## config.mk

```make
export PLATFORM = sky130hd
export DESIGN_NAME = ipi_cmd_sender
export DESIGN_NICKNAME = d
export VERILOG_FILES = /design/src/rtl/ipi_cmd_pkg.sv /design/src/rtl/ipi_ack_counter.sv /design/src/rtl/ipi_launch_seq.sv /design/src/rtl/ipi_cmd_sender.sv
export SDC_FILE = /design/constraint.sdc
export NUM_CORES = 1
export LEC_CHECK = 0
export BUFFER_PORTS_ARGS = -buffer_cell sky130_fd_sc_hd__clkbuf_2
export CORE_MARGIN = 3
export CORE_UTILIZATION = 25
export CTS_CLUSTER_DIAMETER = 200
export DETAILED_ROUTE_END_ITERATION = 8
export GPL_TIMING_DRIVEN = 0
export HOLD_SLACK_MARGIN = 0.03
export SYNTH_ARGS = -nofsm -noshare
export SYNTH_HDL_FRONTEND = slang
export SYNTH_SLANG_ARGS = --single-unit
```

## constraint.sdc

```tcl
create_clock -name clk -period 6.2 [get_ports clk]
set_input_delay 0.31 -clock clk [delete_from_list [all_inputs] [get_ports clk]]
set_output_delay 0.31 -clock clk [all_outputs]
set_load 0.01 [all_outputs]
```

## src/rtl/ipi_cmd_pkg.sv

```systemverilog
package ipi_cmd_pkg;

   // Low command word field positions (software-visible layout)
   localparam int VEC_LSB     = 0;
   localparam int VEC_W       = 8;
   localparam int MODE_LSB    = 8;
   localparam int MODE_W      = 3;
   localparam int DLOG_BIT    = 11;
   localparam int STAT_BIT    = 12;
   localparam int LVL_BIT     = 14;
   localparam int TRG_BIT     = 15;
   localparam int SH_LSB      = 18;
   // High command word destination field
   localparam int HI_DEST_LSB = 24;
   localparam int HI_DEST_W   = 8;

   // Bits of the low word that software can store
   localparam logic [31:0] LO_RW_MASK = 32'h000C_CFFF;

   typedef enum logic [1:0] {
      SH_TARGET = 2'd0,
      SH_SELF   = 2'd1,
      SH_ALL    = 2'd2,
      SH_OTHERS = 2'd3
   } shorthand_e;

   typedef struct packed {
      logic [VEC_W-1:0]  vector;
      logic [MODE_W-1:0] mode;
      logic              dest_logical;
      logic              level;
      logic              trigger;
   } ipi_payload_t;

   function automatic ipi_payload_t lo_fields(input logic [31:0] w);
      ipi_payload_t p;
      p.vector       = w[VEC_LSB +: VEC_W];
      p.mode         = w[MODE_LSB +: MODE_W];
      p.dest_logical = w[DLOG_BIT];
      p.level        = w[LVL_BIT];
      p.trigger      = w[TRG_BIT];
      return p;
   endfunction

endpackage

```

## src/rtl/ipi_ack_counter.sv

```systemverilog
module ipi_ack_counter #(
   parameter int MAX_OUT = 3
) (
   input  logic clk,
   input  logic rst_n,
   input  logic issue,
   input  logic ack,
   output logic pending
);
   localparam int CNT_W = $clog2(MAX_OUT + 1);

   logic [CNT_W-1:0] cnt_q;
   logic             ack_take;

   // stray acknowledgements (nothing owed) are dropped
   assign ack_take = ack && (cnt_q != '0);

   always_ff @(posedge clk or negedge rst_n) begin
      if (!rst_n) begin
         cnt_q <= '0;
      end else begin
         unique case ({issue, ack_take})
            2'b10:   cnt_q <= cnt_q + 1'b1;
            2'b01:   cnt_q <= cnt_q - 1'b1;
            default: cnt_q <= cnt_q;
         endcase
      end
   end

   assign pending = (cnt_q != '0);

   assert_cnt_bound_R9: assert property (@(posedge clk) disable iff (!rst_n)
      cnt_q <= CNT_W'(MAX_OUT))
      else $error("owed acknowledgement count above limit");

   assert_stray_ack_R11: assert property (@(posedge clk) disable iff (!rst_n)
      (ack && !issue && cnt_q == '0) |=> (cnt_q == '0))
      else $error("stray acknowledgement changed the count");

   assert_ack_with_issue_R10: assert property (@(posedge clk) disable iff (!rst_n)
      (ack && issue && cnt_q != '0) |=> $stable(cnt_q))
      else $error("simultaneous issue and acknowledgement miscounted");

endmodule

```

## src/rtl/ipi_launch_seq.sv

```systemverilog
module ipi_launch_seq
   import ipi_cmd_pkg::*;
#(
   parameter int NUM_CORES = 4,
   parameter int LOCAL_ID  = 0,
   parameter int DEST_W    = 8
) (
   input  logic              clk,
   input  logic              rst_n,
   input  logic              start_uni,
   input  logic              start_bc,
   input  logic [DEST_W-1:0] uni_dest,
   input  ipi_payload_t      pay_in,
   input  logic              msg_ready,
   output logic              msg_valid,
   output logic [DEST_W-1:0] msg_dest,
   output ipi_payload_t      pay_out,
   output logic              issue
);
   localparam logic [DEST_W-1:0] SELF_ID    = DEST_W'(LOCAL_ID);
   localparam int                FIRST_PEER = (LOCAL_ID == 0) ? 1 : 0;
   localparam int                LAST_PEER  = (LOCAL_ID == NUM_CORES - 1) ?
                                              NUM_CORES - 2 : NUM_CORES - 1;

   logic              active_q;
   logic              bcast_q;
   logic [DEST_W-1:0] cursor_q;
   ipi_payload_t      pay_q;
   logic              bc_go;
   logic [DEST_W-1:0] next_peer;
   logic              at_last;

   generate
      if (NUM_CORES > 1) begin : g_peers
         logic [DEST_W-1:0] step1;
         assign bc_go     = start_bc;
         assign step1     = cursor_q + 1'b1;
         assign next_peer = (step1 == SELF_ID) ? step1 + 1'b1 : step1;
         assign at_last   = (cursor_q == DEST_W'(LAST_PEER));
      end else begin : g_lone
         // a lone core has nobody to broadcast to
         assign bc_go     = 1'b0;
         assign next_peer = '0;
         assign at_last   = 1'b1;
      end
   endgenerate

   assign issue = active_q && msg_ready;

   always_ff @(posedge clk or negedge rst_n) begin
      if (!rst_n) begin
         active_q <= 1'b0;
         bcast_q  <= 1'b0;
         cursor_q <= '0;
         pay_q    <= '0;
      end else if (start_uni) begin
         active_q <= 1'b1;
         bcast_q  <= 1'b0;
         cursor_q <= uni_dest;
         pay_q    <= pay_in;
      end else if (bc_go) begin
         active_q <= 1'b1;
         bcast_q  <= 1'b1;
         cursor_q <= DEST_W'(FIRST_PEER);
         pay_q    <= pay_in;
      end else if (issue) begin
         if (!bcast_q || at_last) active_q <= 1'b0;
         else                     cursor_q <= next_peer;
      end
   end

   assign msg_valid = active_q;
   assign msg_dest  = cursor_q;
   assign pay_out   = pay_q;

   assert_hold_R7: assert property (@(posedge clk) disable iff (!rst_n)
      (msg_valid && !msg_ready) |=> (msg_valid && $stable(msg_dest) && $stable(pay_out)))
      else $error("outbound message changed under backpressure");

   assert_skip_self_R6: assert property (@(posedge clk) disable iff (!rst_n)
      (msg_valid && bcast_q) |-> (msg_dest != SELF_ID))
      else $error("broadcast addressed the local core");

   assert_no_restart_R8: assert property (@(posedge clk) disable iff (!rst_n)
      active_q |-> !(start_uni || start_bc))
      else $error("command started while messages in flight");

endmodule

```

## src/rtl/ipi_cmd_sender.sv

```systemverilog
module ipi_cmd_sender
   import ipi_cmd_pkg::*;
#(
   parameter int NUM_CORES = 4,
   parameter int LOCAL_ID  = 0,
   parameter int DEST_W    = 8
) (
   input  logic              clk,
   input  logic              rst_n,
   input  logic              lo_wr,
   input  logic              hi_wr,
   input  logic [31:0]       wr_data,
   output logic [31:0]       lo_rdata,
   output logic [31:0]       hi_rdata,
   output logic              msg_valid,
   input  logic              msg_ready,
   output logic [DEST_W-1:0] msg_dest,
   output logic [7:0]        msg_vector,
   output logic [2:0]        msg_mode,
   output logic              msg_dest_logical,
   output logic              msg_level,
   output logic              msg_trigger,
   input  logic              ack_valid,
   output logic              self_valid,
   output logic [7:0]        self_vector,
   output logic [2:0]        self_mode,
   output logic              self_trigger
);
   localparam int MAX_OUT = (NUM_CORES > 1) ? NUM_CORES - 1 : 1;

   generate
      if (NUM_CORES < 1 || NUM_CORES > (1 << DEST_W)) begin : g_bad_cores
         $error("NUM_CORES must lie in 1 .. 2**DEST_W");
      end
      if (LOCAL_ID < 0 || LOCAL_ID >= NUM_CORES) begin : g_bad_local
         $error("LOCAL_ID must name one of the cores");
      end
      if (DEST_W < 1 || DEST_W > HI_DEST_W) begin : g_bad_width
         $error("DEST_W must fit the high-word destination field");
      end
   endgenerate

   logic [31:0]          lo_q;
   logic [HI_DEST_W-1:0] hi_dest_q;
   logic                 self_q;
   logic [7:0]           self_vec_q;
   logic [2:0]           self_mode_q;
   logic                 self_trg_q;

   shorthand_e   sh;
   ipi_payload_t cmd_pay;
   ipi_payload_t msg_pay;
   logic         busy;
   logic         seq_active;
   logic         cnt_pending;
   logic         accept;
   logic         start_uni;
   logic         start_bc;
   logic         issue;

   assign sh        = shorthand_e'(wr_data[SH_LSB +: 2]);
   assign cmd_pay   = lo_fields(wr_data);
   assign busy      = seq_active | cnt_pending;
   assign accept    = lo_wr & ~busy;
   assign start_uni = accept & (sh == SH_TARGET);
   assign start_bc  = accept & ((sh == SH_ALL) | (sh == SH_OTHERS));

   always_ff @(posedge clk or negedge rst_n) begin
      if (!rst_n) begin
         lo_q        <= '0;
         hi_dest_q   <= '0;
         self_q      <= 1'b0;
         self_vec_q  <= '0;
         self_mode_q <= '0;
         self_trg_q  <= 1'b0;
      end else begin
         self_q <= accept & ((sh == SH_SELF) | (sh == SH_ALL));
         if (accept) begin
            lo_q        <= wr_data & LO_RW_MASK;
            self_vec_q  <= cmd_pay.vector;
            self_mode_q <= cmd_pay.mode;
            self_trg_q  <= cmd_pay.trigger;
         end
         if (hi_wr) hi_dest_q <= wr_data[HI_DEST_LSB +: HI_DEST_W];
      end
   end

   ipi_launch_seq #(
      .NUM_CORES (NUM_CORES),
      .LOCAL_ID  (LOCAL_ID),
      .DEST_W    (DEST_W)
   ) u_seq (
      .clk       (clk),
      .rst_n     (rst_n),
      .start_uni (start_uni),
      .start_bc  (start_bc),
      .uni_dest  (hi_dest_q[DEST_W-1:0]),
      .pay_in    (cmd_pay),
      .msg_ready (msg_ready),
      .msg_valid (seq_active),
      .msg_dest  (msg_dest),
      .pay_out   (msg_pay),
      .issue     (issue)
   );

   ipi_ack_counter #(
      .MAX_OUT (MAX_OUT)
   ) u_cnt (
      .clk     (clk),
      .rst_n   (rst_n),
      .issue   (issue),
      .ack     (ack_valid),
      .pending (cnt_pending)
   );

   assign lo_rdata         = lo_q | (32'(busy) << STAT_BIT);
   assign hi_rdata         = {hi_dest_q, {HI_DEST_LSB{1'b0}}};
   assign msg_valid        = seq_active;
   assign msg_vector       = msg_pay.vector;
   assign msg_mode         = msg_pay.mode;
   assign msg_dest_logical = msg_pay.dest_logical;
   assign msg_level        = msg_pay.level;
   assign msg_trigger      = msg_pay.trigger;
   assign self_valid       = self_q;
   assign self_vector      = self_vec_q;
   assign self_mode        = self_mode_q;
   assign self_trigger     = self_trg_q;

   assert_busy_hold_R8: assert property (@(posedge clk) disable iff (!rst_n)
      (busy && lo_wr) |=> $stable(lo_q))
      else $error("low word changed while status was set");

   assert_self_idle_R4: assert property (@(posedge clk) disable iff (!rst_n)
      (accept && sh == SH_SELF) |=> (!msg_valid && !busy && self_valid))
      else $error("self-only command left work behind");

   assert_uni_launch_R3: assert property (@(posedge clk) disable iff (!rst_n)
      (accept && sh == SH_TARGET) |=>
         (msg_valid && msg_dest == $past(hi_dest_q[DEST_W-1:0])))
      else $error("unicast command did not target the high-word destination");

   assert_no_self_R6: assert property (@(posedge clk) disable iff (!rst_n)
      (accept && sh == SH_OTHERS) |=> !self_valid)
      else $error("exclude-self broadcast pulsed local delivery");

endmodule

```

### Yosys cells after proc, flatten, opt, wreduce, memory -nomap -nowiden

Cells that the tools add are included.

| operators by class | value |
|---|---|
| reduce and logical (&&, ||, !) cells | 13 |
| equal/unequal tests | 7 |
| bitwise logic cells | 9 |
| add/subtract/negate cells | 4 |
| muxes and demuxes | 14 |

Operator list:

| operator | number |
|---|---|
| $mux 8 | 5 |
| $mux 14 | 2 |
| $or 20x13->20 | 1 |
| $add 8x1->8 const B | 2 |
| $eq 8x2->1 const B | 1 |
| $logic_not 8->1 | 1 |
| $eq 2x2->1 const B | 3 |
| $mux 1 | 6 |
| $reduce_bool 2->1 | 3 |
| $reduce_bool 3->1 | 2 |
| $and 1x1->1 | 4 |
| $eq 2x1->1 const B | 2 |
| $pmux 2 s2 | 1 |
| $reduce_and 2->1 | 2 |
| $ne 3x3->1 const B | 1 |
| $or 1x1->1 | 3 |
| $add 2x1->2 const B | 1 |
| $logic_and 1x1->1 | 2 |
| $logic_not 2->1 | 1 |
| $sub 2x1->2 const B | 1 |
| $logic_not 1->1 | 1 |
| $logic_or 1x1->1 | 1 |
| $not 1->1 | 1 |

| storage, ports and cells | value |
|---|---|
| logic and storage cells | 62 |
| register bits | 63 |
| output and inout port bits | 100 |

### Longest topological paths before layout

Gate-level depths: netlist of the first run.

| depth | value |
|---|---|
| word-level depth | 7 |
| mapped depth | 7 |
| depth with buffers taken out | 6 |

### Modules after synthesis

From an unflattened synthesis of the first run, not the netlist that was laid out.

| unflattened totals | value |
|---|---|
| cells, all modules | 232 |
| area, all modules | 2766.4 um2 |

Modules (own cells, without submodules):

| module | sequential area each (um2) | times used | area each (um2) | cells an instance |
|---|---|---|---|---|
| ipi_cmd_sender | 625.6 | 1 | 1442.6 | 116 |
| ipi_launch_seq | 600.6 | 1 | 1214.9 | 106 |
| ipi_ack_counter | 50.0 | 1 | 108.9 | 10 |

### Least setup slack after synthesis of the first run

No wires, ideal clock.

| timing path | value |
|---|---|
| path kind | register to register |
| start | register u_seq.cursor_q[0] (netlist: u_seq.msg_dest[0]) |
| end | register u_seq.cursor_q[1] (netlist: u_seq.msg_dest[1]) |
| stages on the path, launching flop included | 7 |
| data required time | 6075 ps |
| data arrival time | 2089 ps |
| path buffers | 1 |
| path slack | 3986 ps |
| cells stage by stage | dfrtp_1 ha_1 or4b_4 o41ai_4 o21a_2 buf_6 mux2_4 |

| on the way | value |
|---|---|
| word-level cells in the longest chain between the ends | 7 |
| elaborated cells on any way between the ends | 12 |

RTL lines:

| item | RTL line | RTL |
|---|---|---|
| from (decl) | ipi_launch_seq.sv:27 | `logic [DEST_W-1:0] cursor_q;` |
| from (signal assigned) | ipi_launch_seq.sv:59 | `cursor_q <= uni_dest;` |
| from (signal assigned) | ipi_launch_seq.sv:64 | `cursor_q <= DEST_W'(FIRST_PEER);` |
| from (signal assigned) | ipi_launch_seq.sv:68 | `else cursor_q <= next_peer;` |
| $add 8x1->8 | ipi_launch_seq.sv:37 | `assign step1 = cursor_q + 1'b1;` |
| $add 8x1->8 / $logic_not 8->1 (equally long branches) | ipi_launch_seq.sv:38 | `assign next_peer = (step1 == SELF_ID) ? step1 + 1'b1 : step1;` |
| $mux 8 | ipi_launch_seq.sv:38 |  |
| $mux 8 | ipi_launch_seq.sv:67 | `if (!bcast_q \|\| at_last) active_q <= 1'b0;` |
| $mux 8 | ipi_launch_seq.sv:66 | `end else if (issue) begin` |
| $mux 8 | ipi_launch_seq.sv:61 | `end else if (bc_go) begin` |
| $mux 8 | ipi_launch_seq.sv:56 | `end else if (start_uni) begin` |

Several ways; a longest one is shown, not always the timed one. The select of a mux whose other input is x is not followed.
A chain may end at the register's enable or synchronous reset.

### Worst setup path in the final report of the first run

Same ends and word-level chain as after synthesis.

==> impl_metrics.csv, run 1 <==
group,metric,value,unit
run_status,outcome,"finished, violations left",
run_status,violations,"hold timing",
clock_tree,tritoncts_num_sinks,51,
global_route,grt_overflow,0,
worst_setup_path,cp-start-kind,"flip-flop",
power,clockPowerShare,0.155,
worst_setup_path,worst-path-stages,6,
place,dp.final_hpwl,5.11,mm
synth,synth.yosys.warnings,0,
timing,timing.final.setup_violations,0,
global_route,grtUsageTotal,0.106,
worst_setup_path,rr_endpoint,"u_seq.msg_dest[1]$_DFFE_PN0P_",
timing,setup_total_negative_slack,0,ns
worst_setup_path,worstPathBufferInverterCount,1,
worst_setup_path,critical_path.cell_chain,"ha_1, or4b_4, o41ai_4, o21a_2, buf_6, mux2_4",
layout,drive_gt1_frac,0.475,
timing,final_min_period_over_clock_period,0.397,
drt,drt.antenna.violating_nets,0,
layout,antennaDiodeCount,0,
power,power.ir.vdd_worst,0.166,mV
timing,worstMarginPinSlew,0.766,ns
worst_setup_path,critical_path.startpoint,"u_seq.msg_dest[0]$_DFFE_PN0P_",
place,io_buffer_count,89,
global_route,number_of_antenna_violations_at_the_first_check_in_global_routing,0,
worst_setup_path,worstPathArrival,2.66,ns
power,swShare,0.389,
worst_setup_path,path_delay_family,"compound AO/OA/AOI/OAI gates",
drt,detail_route.drc_violations,0,
worst_setup_path,worst_setup_path_end_kind,"flip-flop",
worst_setup_path,critical_path.slowest_cell,"dfrtp_1",
clock_tree,h-tree-depth,2,
synth,sequential_fraction_of_the_synthesis_area,0.472,
worst_setup_path,worstSetupPathType,"flip-flop to flip-flop",
timing,rsz0062_at_grt,"no",
drt,drt_pass1_iterations,4,
die,dieHeight,110,um
clock_tree,tritoncts,"yes",
global_route,via_count_of_the_first_global_routing_pass,1972,
layout,design.final.nets,437,
drt,routed-via-count,2144,
hold_path,worst_hold_check_path_type,"input pin to asynchronous set/reset pin",
clock_tree,clk_pin_slew,0.10,ns
layout,area_of_the_multi_input_gates,0.00111,sq mm
power,seq_power_share,0.393,
die,coreArea,0.0104,sq mm
worst_setup_path,ff2ff_path_depth,6,
power,combPwrFrac,0.452,
die,die_x,110,um
worst_setup_path,critPathRequiredTime,6.40,ns
worst_setup_path,critical_path_end,"u_seq.msg_dest[1]$_DFFE_PN0P_",
drt,routed_wire_length_per_instance,12.5,um
power,pwr_density_cell,431,mW/mm^2
layout,ff_latch_area,0.00128,sq mm
worst_setup_path,critical_path.reg2reg.startpoint,"u_seq.msg_dest[0]$_DFFE_PN0P_",
synth,syn_inst,258,
global_route,grt_first_pass_wirelength,9.92,mm
drt,routed_wire_length,6.61,mm
layout,flow.area_growth_from_synthesis,33.0,%
job,max-cap-violations,0,
layout,final.fill_count,1104,
timing,hold_slack,-0.00124,ns
drt,drt_iter0_markers,84,
clock_tree,cts_hold_repair.buffers,0,
worst_setup_path,cpPeakStageDelay,0.50,ns
clock_tree,cts_inserted_buffers,5,
clock_tree,cts_root_buffer,"clkbuf_8",
global_route,grt_start_max_net_pins,52,
clock_tree,post-cts-setup-buffer-count,0,
clock_tree,ctsLongestPathBuffers,2,
power,p_leak,1.92,nW
power,p_total,1.55,mW
timing,timing_max_transition_violations_final,0,
power,total_switching_power,0.603,mW
synth,synth.cell_area,0.00271,sq mm
timing,timing_hold_violations_final,2,
synth,synth_seq_cells,51,
synth,syn_area_per_cell,10.5,sq um
worst_setup_path,r2r_slack,3.74,ns
die,initial_core_util,0.260,
timing,finalWorstPathRequiredPeriod,2.46,ns
timing,max-slew-margin-rel,0.485,
clock_tree,worst_skew_pair.late_latency,0.31,ns
worst_setup_path,worstPathMaxFanout,10,
power,p_int,0.947,mW
place,globalplace.congestion,0.817,
die,io-pin-count,138,
die,die_area,0.0121,sq mm
timing,max_freq,407,MHz
synth,netlist-cell-type-count,41,
timing,worst_clock_skew,0.00426,ns
die,fp-row-count,37,
clock_tree,cts-resized-gates,0,
drt,routed_via_density,4.05,
==> sequential cells by signal (all words and copies together) (netlist names) <==
register / count
self_valid: 1
self_vector: 7
u_seq.msg_valid: 1
u_seq.msg_dest: 8
u_seq.bcast_q: 1
lo_q: 7
u_cnt.cnt_q: 2
self_mode: 2
u_seq.pay_out: 14
hi_dest_q: 8
==> cell usage in the layout, fill, tap and decap left out, types with 2 or more instances in the layout <==
cell type	count
nor4_1	2
conb_1	39
buf_2	6
clkbuf_1	3
nand2_1	50
or3_1	2
inv_1	6
buf_4	52
xnor2_1	3
nor2_1	2
o311ai_0	3
nor3_1	3
o21ai_0	8
nand3_1	5
clkbuf_2	88
dfrtp_1	51
mux2_2	24
ha_1	6
a21oi_1	7
clkbuf_8	5
o21a_1	2
and2_1	2
==> kinds of logic (layout without fill, tap and decap cells) <==
| logic type | count (synthesis) | in the layout | share of synthesized area |
|---|---|---|---|
| xor gates and xnor gates | 4 | 4 | 0.0130 |
| AOI/OAI and AO/OA | 32 | 32 | 0.0897 |
| muxes | 25 | 25 | 0.105 |
| adders and majority gates | 6 | 6 | 0.0278 |
| buffers and inverters | 67 | 165 | 0.170 |
| and+or+nand+nor | 72 | 72 | 0.121 |
| other | 1 | 39 | 0.00139 |
| DFF | 51 | 51 | 0.472 |
==> area by class of cell <==
type | count | area share
Clock inverter | 3 | 0.0129
Inverter | 6 | 0.00626
Multi-Input combinational cell | 178 | 0.309
Sequential cell | 51 | 0.355
Tap cell | 136 | 0.0473
Timing Repair Buffer | 90 | 0.129
Clock buffer | 5 | 0.0191
Buffer | 61 | 0.122
==> power by group through the flow <==
stage / Sequential [mW] / Clock, mW / Combinational, mW
after floorplan: 0.648 / 0 / 0.390
after global placement: 0.609 / 0 / 0.692
after detailed placement: 0.618 / 0 / 0.707
after CTS: 0.611 / 0.250 / 0.710
after global routing: 0.631 / 0.262 / 0.777
final: 0.609 / 0.241 / 0.701
==> how the worst min path moves through the flow <==
stage / depth (start not counted) / startpoint / end
6_report: 1 / rst_n / self_vector[5]$_DFFE_PN0P_
5_1_grt: 1 / rst_n / self_mode[0]$_DFFE_PN0P_
4_1_cts: 3 / wr_data[15] / u_seq.pay_out[0]$_DFFE_PN0N_
3_5_place_dp: 2 / u_seq.pay_out[4]$_DFFE_PN0N_ / u_seq.pay_out[4]$_DFFE_PN0N_
3_3_place_gp: 2 / u_seq.pay_out[0]$_DFFE_PN0N_ / u_seq.pay_out[0]$_DFFE_PN0N_
2_1_floorplan: 0 / rst_n / hi_dest_q[0]$_DFFE_PN0P_
==> per-layer routing <==
metal / vias up / part of all wire / global-route usage
li1: 1050 / - / -
met1: 1003 / 0.42 / 0.131
met2: 83 / 0.50 / 0.181
met3: 8 / 0.066 / 0.0245
met4: 0 / 0.010 / 0.0365
met5: - / 0 / 0
==> Yosys cell counts (all sizes together) <==
master / number / area share
buf: 58 / 0.16
dfrtp: 51 / 0.47
nand2: 50 / 0.069
mux2: 25 / 0.11
o21ai: 8 / 0.015
a21oi: 7 / 0.013
ha: 6 / 0.028
inv: 6 / 0.0083
nand3: 5 / 0.0092
clkbuf: 3 / 0.0042
nor3: 3 / 0.0055
o21a: 3 / 0.0088
o311ai: 3 / 0.0097
xnor2: 3 / 0.0097
a221oi: 2 / 0.0088
and2: 2 / 0.0046
nor2: 2 / 0.0028
nor4: 2 / 0.0046
o41ai: 2 / 0.013
or3: 2 / 0.0046
a2111o: 1 / 0.0042
a2111oi: 1 / 0.0032
a2bb2oi: 1 / 0.0032
a31oi: 1 / 0.0023
and3: 1 / 0.0023
conb: 1 / 0.0014
nand4: 1 / 0.0023
nor2b: 1 / 0.0023
nor4b: 1 / 0.0055
o22ai: 1 / 0.0023
o31a: 1 / 0.0032
o31ai: 1 / 0.0028
or2: 1 / 0.0023
or4b: 1 / 0.0051
xor2: 1 / 0.0032
==> through the flow <==
stage / instance area, sq um / worst slack (ns) / cells / hold slack, ns / util
finish: 3600 / 3.74 / 530 / -0.00124 / 0.345
global placement: 3460 / 3.80 / 521 / 0.459 / 0.332
CTS: 3580 / 3.78 / 529 / 0.190 / 0.344
detailed placement: 3460 / 3.81 / 521 / 0.467 / 0.332
global route: 3600 / 3.67 / 530 / 0.0332 / 0.345
floorplan: 2850 / 3.99 / 296 / 0.0144 / -
(Power assumes the default switching activity.)
==> run 2, diff against run 1 <==
- clock period: 6.2 -> 2.35 ns (I/O delays scaled with it)
==> run 2 against run 1 <==
Effect of this change:
- the run now ends clean
- clock power rose to 2.6 times the previous value
- first-iteration DRC count fell by 14%
- final cell count grew 3.6%
- clock skew increased by 0.0018 ns
- worst hold slack improved by 0.035 ns
- count of clock-buffer cells in the layout did not move
- design area increased by 5.7%
- critical path depth unchanged
- fmax rose by 8.2%
- global-route usage rose by 0.34 points
- critical path type unchanged
==> impl_metrics.csv, run 2 (synthesis results as in run 1) <==
group,metric,value,unit
drt,detail_route.drc_violations,0,
clock_tree,worst_skew_pair.late_latency,0.31,ns
die,initial_core_util,0.260,
power,power.ir.vdd_worst,0.438,mV
global_route,grt_overflow,0,
die,coreArea,0.0104,sq mm
layout,antennaDiodeCount,0,
drt,drt_pass1_iterations,4,
power,p_leak,2.00,nW
clock_tree,clk_pin_slew,0.10,ns
clock_tree,ctsLongestPathBuffers,2,
worst_setup_path,worstPathBufferInverterCount,1,
worst_setup_path,worstPathArrival,2.47,ns
worst_setup_path,cpPeakStageDelay,0.48,ns
global_route,grtUsageTotal,0.109,
global_route,via_count_of_the_first_global_routing_pass,2048,
place,post_place_instance_area,0.00346,sq mm
worst_setup_path,worst-path-stages,6,
power,seq_power_share,0.389,
timing,final_min_period_over_clock_period,0.967,
layout,design.final.nets,456,
drt,drt.antenna.violating_nets,0,
die,die_x,110,um
global_route,grt_start_max_net_pins,52,
clock_tree,cts_root_buffer,"clkbuf_8",
drt,routed-via-count,2224,
power,clockPowerShare,0.152,
layout,post-route-cell-area,0.00380,sq mm
power,p_int,2.54,mW
timing,timing_hold_violations_final,0,
place,io_buffer_count,89,
hold_path,worst_hold_check_path_type,"input pin to flip-flop",
timing,finalWorstPathRequiredPeriod,2.27,ns
global_route,grt_first_pass_wirelength,10.3,mm
drt,routed_wire_length_per_instance,12.6,um
worst_setup_path,worstPathMaxFanout,10,
place,dp.final_hpwl,5.11,mm
timing,worstMarginPinSlew,0.754,ns
global_route,number_of_antenna_violations_at_the_first_check_in_global_routing,0,
worst_setup_path,path_delay_family,"compound AO/OA/AOI/OAI gates",
drt,drt_iter0_markers,72,
timing,max_freq,440,MHz
timing,setup_total_negative_slack,0,ns
layout,commonest_non_fill_non_tap_cells_in_the_layout,"88 x clkbuf_2, 53 x buf_4, 50 x nand2_1",
power,pwr_density_cell,1100,mW/mm^2
drt,routed_wire_length,6.92,mm
worst_setup_path,rr_endpoint,"u_seq.msg_dest[1]$_DFFE_PN0P_",
clock_tree,h-tree-depth,2,
layout,final.fill_count,1083,
die,io-pin-count,138,
worst_setup_path,critical_path.reg2reg.startpoint,"u_seq.msg_dest[0]$_DFFE_PN0P_",
worst_setup_path,critical_path.slowest_cell,"or4b_4",
job,max-cap-violations,0,
timing,worst_clock_skew,0.00608,ns
layout,layout.cells.most_common,"clkbuf_2",
worst_setup_path,critical_path.cell_chain,"ha_2, or4b_4, o41ai_4, o21a_2, buf_6, mux2_4",
layout,flow.area_growth_from_synthesis,40.6,%
layout,flip_flop_count_of_the_largest_register_after_layout,14,
hold_path,min-delay-start,"wr_data[7]",
hold_path,hold_end,"u_seq.pay_out[13]$_DFFE_PN0N_",
worst_setup_path,critPathRequiredTime,2.55,ns
timing,max-slew-margin-rel,0.493,
die,dieHeight,110,um
die,fp-row-count,37,
clock_tree,tritoncts_num_sinks,51,
hold_path,hold-path-cell-count,3,
power,p_total,4.16,mW
timing,timing.final.setup_violations,0,
timing,timing_max_transition_violations_final,0,
layout,drive_gt1_frac,0.462,
run_status,outcome,"finished, final reports clean",
worst_setup_path,r2r_slack,0.08,ns
worst_setup_path,worst_setup_path_end_kind,"flip-flop",
power,combPwrFrac,0.459,
clock_tree,cts_inserted_buffers,5,
power,total_switching_power,1.62,mW
worst_setup_path,worstSetupPathType,"flip-flop to flip-flop",
timing,rsz0062_at_grt,"no",
drt,routed_via_density,4.05,
place,globalplace.congestion,0.817,
clock_tree,tritoncts,"yes",
die,die_area,0.0121,sq mm
worst_setup_path,cp-start-kind,"flip-flop",
power,swShare,0.389,
worst_setup_path,ff2ff_path_depth,6,
[run 2: area by class of cell]
| type | count | area, sq um | area share |
|---|---|---|---|
| clock inverter | 3 | 46.3 | 0.0122 |
| sequential | 51 | 1280 | 0.336 |
| timing repair buffer | 109 | 653 | 0.172 |
| inverter | 6 | 22.5 | 0.00592 |
| tap | 136 | 170 | 0.0448 |
| multi-input combinational | 178 | 1120 | 0.295 |
| buffer | 61 | 440 | 0.116 |
| clock buffer | 5 | 68.8 | 0.0181 |
[run 2: how the worst max path moves through the flow]
stage,from,to,slack (ns)
2_1_floorplan,u_seq.msg_dest[0]$_DFFE_PN0P_,u_seq.msg_dest[1]$_DFFE_PN0P_,0.14
3_3_place_gp,u_seq.msg_dest[0]$_DFFE_PN0P_,u_seq.msg_dest[1]$_DFFE_PN0P_,-0.05
3_5_place_dp,u_seq.msg_dest[0]$_DFFE_PN0P_,u_seq.msg_dest[1]$_DFFE_PN0P_,-0.04
4_1_cts,u_seq.msg_dest[0]$_DFFE_PN0P_,u_seq.msg_dest[1]$_DFFE_PN0P_,0.01
5_1_grt,u_seq.msg_dest[0]$_DFFE_PN0P_,u_seq.msg_dest[1]$_DFFE_PN0P_,0.009
6_report,u_seq.msg_dest[0]$_DFFE_PN0P_,u_seq.msg_dest[1]$_DFFE_PN0P_,0.08
[run 2: routing by layer]
| metal | part of all wire | vias up | track usage | wire length, um |
|---|---|---|---|---|
| met4 | 0.014 | 0 | 0.0365 | 95 |
| li1 | - | 1090 | - | - |
| met5 | 0 | - | 0 | 0 |
| met2 | 0.51 | 82 | 0.188 | 3540 |
| met1 | 0.41 | 1041 | 0.135 | 2840 |
| met3 | 0.064 | 11 | 0.0245 | 446 |
[run 2: stage by stage]
stage / setup WS, ns / hold slack (ns) / util / std cells
6_report: 0.0776 / 0.0338 / 0.365 / 549
5_1_grt: 0.00895 / 0.0351 / 0.365 / 549
4_1_cts: 0.0131 / 0.0302 / 0.361 / 547
3_5_place_dp: -0.0391 / 0.329 / 0.332 / 521
3_3_place_gp: -0.0535 / 0.327 / 0.332 / 521
2_1_floorplan: 0.136 / -0.178 / - / 296
[run 2: what timing repair did]
action                                  4_1_cts  5_1_grt
endpoints found under the hold margin        17       11
pin swaps                                     1        0
hold buffers                                 17        1
resized for setup                             0        5
endpoints found under the setup margin        1       15
setup buffers                                 1        0
[run 2: tightest hold or removal path: stages]
cell      delay (ns)
clkbuf_2        0.09
nand2_1         0.05
nand2_1         0.05
[run 2: power groups by stage]
stage                     Sequential (mW)  Clock [mW]  Combinational [mW]
after CTS                            1.61       0.659                1.91
after global routing                 1.68       0.689                2.11
after detailed placement             1.63           0                1.86
after floorplan                      1.71           0                1.03
after global placement               1.61           0                1.83
final                                1.62       0.633                1.91
==> run 3, diff against run 2 <==
- clock period: 2.35 -> 2.8 ns (I/O delays scaled with it)
==> run 3 against run 2 <==
Effect of this change:
- design area is 2.5% lower
- sequential cell count is the same
- die area did not move
- sequential share of layout area increased by 0.78 points
- non-clock buffer count down 8
- combinational power shrank 18%
- worst hold slack improved by 0.0088 ns
- largest power group unchanged
- final cell count fell by 1.5%
- fmax down 7.4%
- core utilization down 0.90 points
==> impl_metrics.csv, run 3 (synthesis results as in run 1) <==
group,metric,value,unit
timing,max-slew-margin-rel,0.497,
clock_tree,h-tree-depth,2,
timing,max_freq,407,MHz
drt,drt.antenna.violating_nets,0,
power,clockPowerShare,0.155,
timing,timing.final.setup_violations,0,
die,io-pin-count,138,
power,pwr_density_cell,930,mW/mm^2
clock_tree,cts-resized-gates,0,
clock_tree,cts_root_buffer,"clkbuf_8",
layout,flow.area_growth_from_synthesis,37.1,%
worst_setup_path,worstSetupPathType,"flip-flop to flip-flop",
drt,routed-via-count,2200,
timing,finalWorstPathRequiredPeriod,2.45,ns
drt,dr_wl_met2,3.46,mm
die,fp-row-count,37,
layout,final.fill_count,1093,
clock_tree,tritoncts_num_sinks,51,
hold_path,worst_hold_check_path_type,"input pin to flip-flop",
global_route,grtUsageTotal,0.108,
power,p_int,2.11,mW
power,total_switching_power,1.34,mW
worst_setup_path,worstPathArrival,2.66,ns
power,power.ir.vdd_worst,0.368,mV
worst_setup_path,critPathRequiredTime,3.00,ns
drt,routed-wl-met3,449,um
place,post_place_instance_area,0.00346,sq mm
die,coreArea,0.0104,sq mm
layout,layout.cells.most_common,"clkbuf_2",
power,p_leak,1.96,nW
timing,worstMarginPinSlew,0.748,ns
worst_setup_path,cp-start-kind,"flip-flop",
layout,antennaDiodeCount,0,
drt,drt_pass1_iterations,4,
run_status,outcome,"finished, final reports clean",
layout,design.final.nets,448,
layout,post-route-cell-area,0.00371,sq mm
clock_tree,worst_skew_pair.late_latency,0.31,ns
timing,setup_total_negative_slack,0,ns
clock_tree,tritoncts,"yes",
drt,maxUsedRoutingLayer,"met4",
timing,timing_max_transition_violations_final,0,
layout,final_util,0.356,
global_route,grt_first_pass_wirelength,10.2,mm
worst_setup_path,worst_setup_path_end_kind,"flip-flop",
layout,final_cell_count_no_fill,541,
die,die_x,110,um
drt,routed_wire_length,6.77,mm
global_route,via_count_of_the_first_global_routing_pass,2022,
layout,commonest_non_fill_non_tap_cells_in_the_layout,"88 x clkbuf_2, 52 x buf_4, 51 x dfrtp_1",
power,seq_power_share,0.391,
layout,area_of_the_multi_input_gates,0.00111,sq mm
drt,drt_iter0_markers,89,
die,initial_core_util,0.260,
power,swShare,0.389,
timing,timing_hold_violations_final,0,
clock_tree,cts_inserted_buffers,5,
timing,final_min_period_over_clock_period,0.877,
worst_setup_path,worstPathMaxFanout,10,
global_route,grt_overflow,0,
die,dieHeight,110,um
place,dp.final_hpwl,5.11,mm
drt,routed_via_density,4.07,
layout,flip_flop_count_of_the_largest_register_after_layout,14,
clock_tree,clk_pin_slew,0.10,ns
job,max-cap-violations,0,
drt,detail_route.drc_violations,0,
power,p_total,3.45,mW
place,io_buffer_count,89,
layout,ff_latch_area,0.00128,sq mm
place,numPlacedInstances,521,
power,combPwrFrac,0.454,
global_route,grt_start_max_net_pins,52,
timing,worst_clock_skew,0.00458,ns
clock_tree,ctsLongestPathBuffers,2,
die,die_area,0.0121,sq mm
layout,drive_gt1_frac,0.462,
timing,rsz0062_at_grt,"no",
drt,met1_length,2.79,mm
global_route,number_of_antenna_violations_at_the_first_check_in_global_routing,0,
place,globalplace.congestion,0.817,
drt,routed_wire_length_per_instance,12.5,um
run 3: changes by cell type in the layout (fill, tap and decap cells not counted), sizes merged:
cell,change
dlygate4sd3,-7
clkbuf,-1
run 3: power by group through the flow:
stage               Clock (mW)  Combinational [mW]  Sequential (mW)
detailed placement           0                1.56             1.37
global route             0.579                1.74             1.40
floorplan                    0               0.864             1.44
finish                   0.534                1.57             1.35
global placement             0                1.53             1.35
CTS                      0.553                1.58             1.35
run 3: worst max-delay path: stages, from the launching register on:
cell,delay (ns)
dfrtp_1,0.50
ha_1,0.29
or4b_4,0.50
o41ai_4,0.40
o21a_2,0.21
buf_6,0.15
mux2_4,0.30
run 3: final cells by class:
class / count / area share
clock buffers: 5 / 0.0186
well taps: 136 / 0.0459
multi-input cells: 178 / 0.300
inverters: 6 / 0.00607
plain buffers: 61 / 0.118
flip-flops and latches: 51 / 0.344
repair buffers: 101 / 0.155
clock inverters: 3 / 0.0125
run 3: metal layers:
metal / track usage / up-vias
met5: 0 / -
met4: 0.0365 / 0
met3: 0.0245 / 8
met2: 0.186 / 84
met1: 0.133 / 1034
li1: - / 1074
run 3: final timing paths:
kind | start | end | slack, ns | cells past startpoint
max | u_seq.msg_dest[0]$_DFFE_PN0P_ | u_seq.msg_dest[1]$_DFFE_PN0P_ | 0.35 | 6
min | wr_data[11] | u_seq.pay_out[2]$_DFFE_PN0N_ | 0.04 | 3
max reg2reg | u_seq.msg_dest[0]$_DFFE_PN0P_ | u_seq.msg_dest[1]$_DFFE_PN0P_ | 0.35 | 6
min reg2reg | u_seq.pay_out[0]$_DFFE_PN0N_ | u_seq.pay_out[0]$_DFFE_PN0N_ | 0.49 | 2
max in group asynchronous | rst_n | hi_dest_q[1]$_DFFE_PN0P_ | 1.87 | 3
min in group asynchronous | rst_n | self_mode[0]$_DFFE_PN0P_ | 0.38 | 2
run 3: repair_timing:
item,in CTS,in global routing
hold endpoints to repair,10,25
buffers inserted,0,0
hold buffers,10,1
run 3: stage by stage:
step,worst slack [ns],hold slack [ns]
after CTS,0.376,0.0313
final,0.345,0.0426
after floorplan,0.586,-0.156
after global routing,0.270,0.0453
after detailed placement,0.411,0.352
after global placement,0.397,0.349
